File: src/rtl/dma_pkg.sv
package dma_pkg;
  // flag word bit positions
  localparam int FLG_ENABLE   = 0;
  localparam int FLG_FROM_MEM = 1;
  localparam int FLG_TC       = 8;
  localparam int FLG_MERR     = 9;
  localparam int FLG_AERR     = 10;

  // word index inside a channel block
  localparam int WD_RSV   = 0;
  localparam int WD_FLAGS = 1;
  localparam int WD_COUNT = 2;
  localparam int WD_ADDR  = 3;
  localparam int NWORDS   = 4;

  typedef enum logic [1:0] {
    SQ_IDLE = 2'd0,
    SQ_CMD  = 2'd1,
    SQ_DONE = 2'd2
  } sq_state_t;
endpackage

File: src/rtl/dma_len_clamp.sv
module dma_len_clamp #(
  parameter int DW = 32
) (
  input  logic [DW-1:0] want,
  input  logic [DW-1:0] avail,
  output logic [DW-1:0] len
);
  assign len = (want < avail) ? want : avail;
endmodule

File: src/rtl/dma_chan_regs.sv
module dma_chan_regs #(
  parameter int NCH   = 8,
  parameter int DW    = 32,
  parameter int ABITS = 10,
  localparam int CHW  = $clog2(NCH)
) (
  input  logic             clk,
  input  logic             rst_n,
  input  logic             bus_sel,
  input  logic             bus_wr,
  input  logic [ABITS-1:0] bus_addr,
  input  logic [DW-1:0]    bus_wdata,
  output logic [DW-1:0]    bus_rdata,
  input  logic [CHW-1:0]   eng_chan,
  input  logic             eng_flags_we,
  input  logic [DW-1:0]    eng_flags_d,
  input  logic             eng_cnt_we,
  input  logic [DW-1:0]    eng_cnt_d,
  input  logic [NCH-1:0]   err_set,
  output logic [DW-1:0]    eng_flags,
  output logic [DW-1:0]    eng_cnt,
  output logic [DW-1:0]    eng_addr
);
  import dma_pkg::*;

  localparam int WIN_HI = ABITS - 8;

  logic [DW-1:0]  words [NCH][NWORDS];
  logic [NCH-1:0] err_q;

  logic           in_win;
  logic           in_err;
  logic [CHW-1:0] b_chan;
  logic [1:0]     b_word;
  logic [NCH-1:0][NWORDS-1:0] bus_we;

  assign in_win = (bus_addr[ABITS-1:8] == WIN_HI'(1));
  assign in_err = (bus_addr[ABITS-1:3] == '0);
  assign b_chan = bus_addr[5 +: CHW];
  assign b_word = bus_addr[4:3];

  for (genvar c = 0; c < NCH; c++) begin : g_ch
    for (genvar w = 0; w < NWORDS; w++) begin : g_wd
      assign bus_we[c][w] = bus_sel && bus_wr && in_win &&
                            (b_chan == CHW'(c)) && (b_word == 2'(w));
    end
  end

  // engine update takes priority over a bus write in the same cycle
  always_ff @(posedge clk) begin
    if (!rst_n) begin
      for (int c = 0; c < NCH; c++)
        for (int w = 0; w < NWORDS; w++)
          words[c][w] <= '0;
      err_q <= '0;
    end else begin
      for (int c = 0; c < NCH; c++) begin
        for (int w = 0; w < NWORDS; w++) begin
          if (bus_we[c][w]) words[c][w] <= bus_wdata;
        end
        if (eng_flags_we && eng_chan == CHW'(c)) words[c][WD_FLAGS] <= eng_flags_d;
        if (eng_cnt_we && eng_chan == CHW'(c))   words[c][WD_COUNT] <= eng_cnt_d;
      end
      err_q <= err_q | err_set;
    end
  end

  assign eng_flags = words[eng_chan][WD_FLAGS];
  assign eng_cnt   = words[eng_chan][WD_COUNT];
  assign eng_addr  = words[eng_chan][WD_ADDR];

  always_comb begin
    if (in_win)      bus_rdata = words[b_chan][b_word];
    else if (in_err) bus_rdata = DW'(err_q);
    else             bus_rdata = '0;
  end

  AST_ERR_STICKY: assert property (@(posedge clk) disable iff (!rst_n)
    ((err_q & $past(err_q)) == $past(err_q)) || !$past(rst_n));
endmodule

File: src/rtl/dma_seq.sv
module dma_seq #(
  parameter int NCH  = 8,
  parameter int NREQ = 4,
  parameter int DW   = 32,
  localparam int CHW = $clog2(NCH),
  localparam int RQW = $clog2(NREQ)
) (
  input  logic           clk,
  input  logic           rst_n,
  input  logic           req_valid,
  output logic           req_ready,
  input  logic [RQW-1:0] req_chan,
  input  logic [DW-1:0]  req_len,
  input  logic           req_dir,
  output logic           cmd_valid,
  input  logic           cmd_ready,
  output logic [DW-1:0]  cmd_addr,
  output logic [DW-1:0]  cmd_len,
  output logic           cmd_to_mem,
  output logic           done_valid,
  output logic [DW-1:0]  done_len,
  output logic           done_err,
  output logic [CHW-1:0] eng_chan,
  input  logic [DW-1:0]  eng_flags,
  input  logic [DW-1:0]  eng_cnt,
  input  logic [DW-1:0]  eng_addr,
  output logic           eng_flags_we,
  output logic [DW-1:0]  eng_flags_d,
  output logic           eng_cnt_we,
  output logic [DW-1:0]  eng_cnt_d,
  output logic [NCH-1:0] err_set
);
  import dma_pkg::*;

  localparam logic [DW-1:0] IRQ_MASK = (DW'(1) << FLG_TC) | (DW'(1) << FLG_MERR) |
                                       (DW'(1) << FLG_AERR);
  localparam logic [DW-1:0] TC_BIT   = DW'(1) << FLG_TC;
  localparam logic [DW-1:0] MERR_BIT = DW'(1) << FLG_MERR;

  sq_state_t      state_q;
  logic [CHW-1:0] chan_q;
  logic           dir_q;
  logic [DW-1:0]  len_q;
  logic [DW-1:0]  addr_q;
  logic           err_q;

  logic          accept, reject, cmd_fire;
  logic [DW-1:0] clamped;

  dma_len_clamp #(.DW(DW)) u_clamp (
    .want (req_len),
    .avail(eng_cnt),
    .len  (clamped)
  );

  assign eng_chan = (state_q == SQ_IDLE) ? CHW'(req_chan) : chan_q;
  assign accept   = req_valid && (state_q == SQ_IDLE);
  assign reject   = !eng_flags[FLG_ENABLE] || (req_dir == eng_flags[FLG_FROM_MEM]);
  assign cmd_fire = (state_q == SQ_CMD) && cmd_ready;

  always_comb begin
    eng_flags_we = accept || cmd_fire;
    eng_cnt_we   = cmd_fire;
    eng_cnt_d    = eng_cnt - len_q;
    err_set      = '0;
    if (accept) begin
      eng_flags_d = (eng_flags & ~IRQ_MASK) | (reject ? MERR_BIT : '0);
      if (reject) err_set = NCH'(1) << eng_chan;
    end else begin
      eng_flags_d = eng_flags | TC_BIT;
    end
  end

  always_ff @(posedge clk) begin
    if (!rst_n) begin
      state_q <= SQ_IDLE;
      chan_q  <= '0;
      dir_q   <= 1'b0;
      len_q   <= '0;
      addr_q  <= '0;
      err_q   <= 1'b0;
    end else begin
      case (state_q)
        SQ_IDLE: if (accept) begin
          chan_q <= CHW'(req_chan);
          dir_q  <= req_dir;
          if (reject) begin
            err_q   <= 1'b1;
            len_q   <= '0;
            state_q <= SQ_DONE;
          end else begin
            err_q   <= 1'b0;
            len_q   <= clamped;
            addr_q  <= eng_addr;
            state_q <= SQ_CMD;
          end
        end
        SQ_CMD:  if (cmd_ready) state_q <= SQ_DONE;
        default: state_q <= SQ_IDLE;
      endcase
    end
  end

  assign req_ready  = (state_q == SQ_IDLE);
  assign cmd_valid  = (state_q == SQ_CMD);
  assign cmd_addr   = addr_q;
  assign cmd_len    = len_q;
  assign cmd_to_mem = dir_q;
  assign done_valid = (state_q == SQ_DONE);
  assign done_len   = len_q;
  assign done_err   = err_q;

  AST_CMD_STABLE: assert property (@(posedge clk) disable iff (!rst_n)
    cmd_valid && !cmd_ready |=> cmd_valid && $stable(cmd_addr) && $stable(cmd_len) &&
    $stable(cmd_to_mem));
  AST_IDLE_EXCL: assert property (@(posedge clk) disable iff (!rst_n)
    req_ready |-> !cmd_valid && !done_valid);
  AST_LEN_LE_COUNT: assert property (@(posedge clk) disable iff (!rst_n)
    cmd_valid |-> cmd_len <= eng_cnt);
  AST_DONE_ONE: assert property (@(posedge clk) disable iff (!rst_n)
    done_valid |=> !done_valid);
  AST_REJ_NOLEN: assert property (@(posedge clk) disable iff (!rst_n)
    done_valid && done_err |-> done_len == '0);
endmodule

File: src/rtl/dma_chan_ctrl.sv
module dma_chan_ctrl #(
  parameter int NCH   = 8,
  parameter int NREQ  = 4,
  parameter int DW    = 32,
  parameter int ABITS = 10,
  localparam int CHW  = $clog2(NCH),
  localparam int RQW  = $clog2(NREQ)
) (
  input  logic             clk,
  input  logic             rst_n,
  input  logic             bus_sel,
  input  logic             bus_wr,
  input  logic [ABITS-1:0] bus_addr,
  input  logic [DW-1:0]    bus_wdata,
  output logic [DW-1:0]    bus_rdata,
  input  logic             req_valid,
  output logic             req_ready,
  input  logic [RQW-1:0]   req_chan,
  input  logic [DW-1:0]    req_len,
  input  logic             req_dir,
  output logic             cmd_valid,
  input  logic             cmd_ready,
  output logic [DW-1:0]    cmd_addr,
  output logic [DW-1:0]    cmd_len,
  output logic             cmd_to_mem,
  output logic             done_valid,
  output logic [DW-1:0]    done_len,
  output logic             done_err
);
  logic [CHW-1:0] eng_chan;
  logic [DW-1:0]  eng_flags, eng_cnt, eng_addr, eng_flags_d, eng_cnt_d;
  logic           eng_flags_we, eng_cnt_we;
  logic [NCH-1:0] err_set;

  dma_chan_regs #(.NCH(NCH), .DW(DW), .ABITS(ABITS)) u_regs (
    .clk, .rst_n, .bus_sel, .bus_wr, .bus_addr, .bus_wdata, .bus_rdata,
    .eng_chan, .eng_flags_we, .eng_flags_d, .eng_cnt_we, .eng_cnt_d,
    .err_set, .eng_flags, .eng_cnt, .eng_addr
  );

  dma_seq #(.NCH(NCH), .NREQ(NREQ), .DW(DW)) u_seq (
    .clk, .rst_n, .req_valid, .req_ready, .req_chan, .req_len, .req_dir,
    .cmd_valid, .cmd_ready, .cmd_addr, .cmd_len, .cmd_to_mem,
    .done_valid, .done_len, .done_err,
    .eng_chan, .eng_flags, .eng_cnt, .eng_addr,
    .eng_flags_we, .eng_flags_d, .eng_cnt_we, .eng_cnt_d, .err_set
  );
endmodule

File: config.mk
export PLATFORM = sky130hd
export DESIGN_NAME = dma_chan_ctrl
export DESIGN_NICKNAME = d
export VERILOG_FILES = /design/src/rtl/dma_pkg.sv /design/src/rtl/dma_len_clamp.sv /design/src/rtl/dma_chan_regs.sv /design/src/rtl/dma_seq.sv /design/src/rtl/dma_chan_ctrl.sv
export SDC_FILE = /design/constraint.sdc
export NUM_CORES = 2
export LEC_CHECK = 0
export CAP_MARGIN = 20
export CORE_ASPECT_RATIO = 0.9
export CORE_MARGIN = 4
export CORE_UTILIZATION = 64
export CTS_BUF_LIST = sky130_fd_sc_hd__clkbuf_8
export DETAILED_ROUTE_END_ITERATION = 10
export PLACE_DENSITY = 0.83
export SLEW_MARGIN = 0
export SYNTH_ARGS = -nofsm -noshare
export SYNTH_HDL_FRONTEND = slang
export SYNTH_SLANG_ARGS = --single-unit
File: constraint.sdc
create_clock -name clk -period 6.1 [get_ports clk]
set_input_delay 1.22 -clock clk [delete_from_list [all_inputs] [get_ports clk]]
set_output_delay 1.22 -clock clk [all_outputs]
set_load 0.03 [all_outputs]
==> flow_summary.ini <==
[setup_path]
path_max_fanout = 65
cpPeakStageDelay_ns = 0.85
cp-start-kind = input pin
critical_path_class = input pin to output pin
r2r_slack_ns = 0.73
cp-end-kind = output pin
required_ns = 4.88
crit_top_cell = nand2_1
critical_path_arrival_ns = 4.48
cp_cell_sequence = buf_8 -> buf_4 -> nor2_1 -> nand2_1 -> nor4_1 -> nand2_1 -> o21ai_0 -> clkdlybuf4s50_1
cp_slowest_cell = nor4_1

[yosys]
yosys_warnings = 0
async_flop_share = 0
syn-num-nets = 4120
syn_area_um2 = 54600
ys_types = 66
synth_commonest_cells = 1,024 x edfxtp_1, 599 x nand2_1, 544 x and2_1, 413 x mux4_2, 283 x clkbuf_1
ys_seq_area_frac = 0.590
yosys-top-cells-area = edfxtp_1 56%, mux4_2 17%, and2_1 6.2%, nand2_1 4.1%, dfxtp_1 2.7%
synth_top_area_frac = 0.563
syn_area_per_cell_um2 = 13.7
synth_edf_count = 1024
synth_area_leader_cell = edfxtp_1
syn_inst = 3974
synth_seq_cells = 1098
ys_dominant_reg_cell = edfxtp_1
synth_most_common_cell = edfxtp_1

[routing]
drc = 0
firstDrtPassIters = 9
ant_nets = 0
routed_via_density = 6.95
wl_per_cell_um = 30.7
drt_iter0_drc = 6374
vias = 37700
wl_um = 166000

[global_routing]
grt_max_degree = 70
grt_usage = 0.372
antenna_found_initial = 13
globalRouteOverflowTotal = 0
grt_pass1_wl_um = 243000
grt_pass1_vias = 37300

[die]
core-area_um2 = 84500
dieArea_um2 = 90100
io_pins = 216
die_h_um = 285
fp-row-count = 101
die_w_um = 316
start_util = 0.646

[placement]
port_buffers = 212
dp_hpwl_um = 106000
routabilityCongestion = 0.920

[hold_path]
worstHoldPathType = flop to flop

[finish]
fillCellCount = 5027
final_net_count = 4297
drive_gt1_frac = 0.203
area_delta_synth_final_pct = 12.9

[sta]
setup_violations = 0
slew_headroom = 0.168
finalSetupTns_ns = 0
finalCriticalPeriod_ns = 5.70
hold_ws_ns = 0.453
rsz0062_at_grt = no
hold_violations = 0
finClkSkew_ns = 0.0298
worst_slew_pin_slew_ns = 1.25
fin_crit_sh = 0.935
slew_viol_final = 0
fmax_mhz = 175

[clock_network]
ctsResizeCount = 0
clockBufferDepth = 3
worstSkewPairLatency_ns = 0.83
clock-sinks = 1098
htreeDepth = 4
cts_hold_buf = 0
clk_pin_slew_worst_paths_ns = 0.06
cts-root-buf = clkbuf_8
cts_buffers = 172
cts_setup_buffers = 0
tritoncts = yes

[pwr]
ir_drop_mv = 0.228
power_density_nw_per_um2 = 292
leakage_nw = 21.8

[status]
outcome = completed

[job]
max_cap_viol_count = 0
## final timing paths
kind	start	cells past startpoint	end
setup reg to reg	u_seq.state_q[1]	12	u_regs.words[0][61]
setup / recovery	bus_addr[6]	8	bus_rdata[2]
hold / removal	u_seq.cmd_addr[24]	2	u_seq.cmd_addr[24]
hold reg to reg	u_seq.cmd_addr[24]	2	u_seq.cmd_addr[24]
## worst max-delay path, delay by kind of cell
family / cells / cell delay [ns]
and+or+nand+nor: 4 / 1.58
buffers and inverters: 3 / 1.33
AOI/OAI and AO/OA: 1 / 0.26
## routing by layer
| layer | share of wire | up-vias | global-route usage |
|---|---|---|---|
| met5 | 0.00025 | - | 0 |
| met4 | 0.053 | 8 | 0.174 |
| met3 | 0.17 | 595 | 0.140 |
| met2 | 0.45 | 3454 | 0.551 |
| met1 | 0.33 | 18400 | 0.494 |
| li1 | - | 15200 | - |
## cells in the final DEF (no fill, tap or decap), drive strengths merged, types with 9 or more instances in the layout
cell type         n
edfxtp         1024
clkbuf          184
mux4            413
nor2             87
and3             10
a21oi           273
a211o             9
o21ai            78
xnor2            12
nand3            42
clkinv           47
dfxtp            74
diode            10
a211oi           14
inv             139
nand4            17
o211ai           77
mux2i            27
clkdlybuf4s50   206
nand2           599
o21a              9
ha               62
and2            547
buf             177
nor3             23
a21o             35
## metrics by stage
step	power (mW)	instances	instance area, µm²	util	setup slack (ns)
finish	18.0	5422	61700	0.729	0.396
global route	18.5	5416	61700	0.729	0.356
CTS	17.9	5408	61600	0.728	0.486
detailed placement	12.3	5106	58500	0.692	0.0308
global placement	12.2	5106	58500	0.692	0.131
floorplan	11.1	3974	54600	-	0.474
## logic make-up after synthesis
group,Yosys count,synth area share
xor+xnor,20,0.00321
simple gates,1354,0.123
mux,443,0.176
fa+ha+maj,63,0.0146
compound gates,543,0.0596
buf+inv,453,0.0338
flops,1098,0.590
## flip-flops by register name, indices dropped and copies added (netlist names)
signal	flops
u_seq.done_err	1
u_seq.cmd_to_mem	1
u_seq.cmd_len	32
u_regs.words	1024
u_seq.cmd_addr	32
u_regs.err_q	4
u_seq.state_q	2
u_seq.chan_q	2
## layout make-up
type | count | area, µm² | share of cell area
tap | 1133 | 1420 | 0.0230
inverter | 73 | 274 | 0.00444
timing repair buffer | 383 | 3710 | 0.0601
clock buffer | 184 | 2530 | 0.0411
antenna | 10 | 25.0 | 0.000406
clock inverter | 118 | 519 | 0.00842
sequential | 1098 | 32200 | 0.523
multi-input combinational | 2423 | 21000 | 0.340
## power breakdown
group | internal, mW | switching, mW
combinational | 1.26 | 2.11
clock | 2.81 | 2.90
sequential | 8.72 | 0.188
No activity file was read; power rests on OpenSTA's default activity.
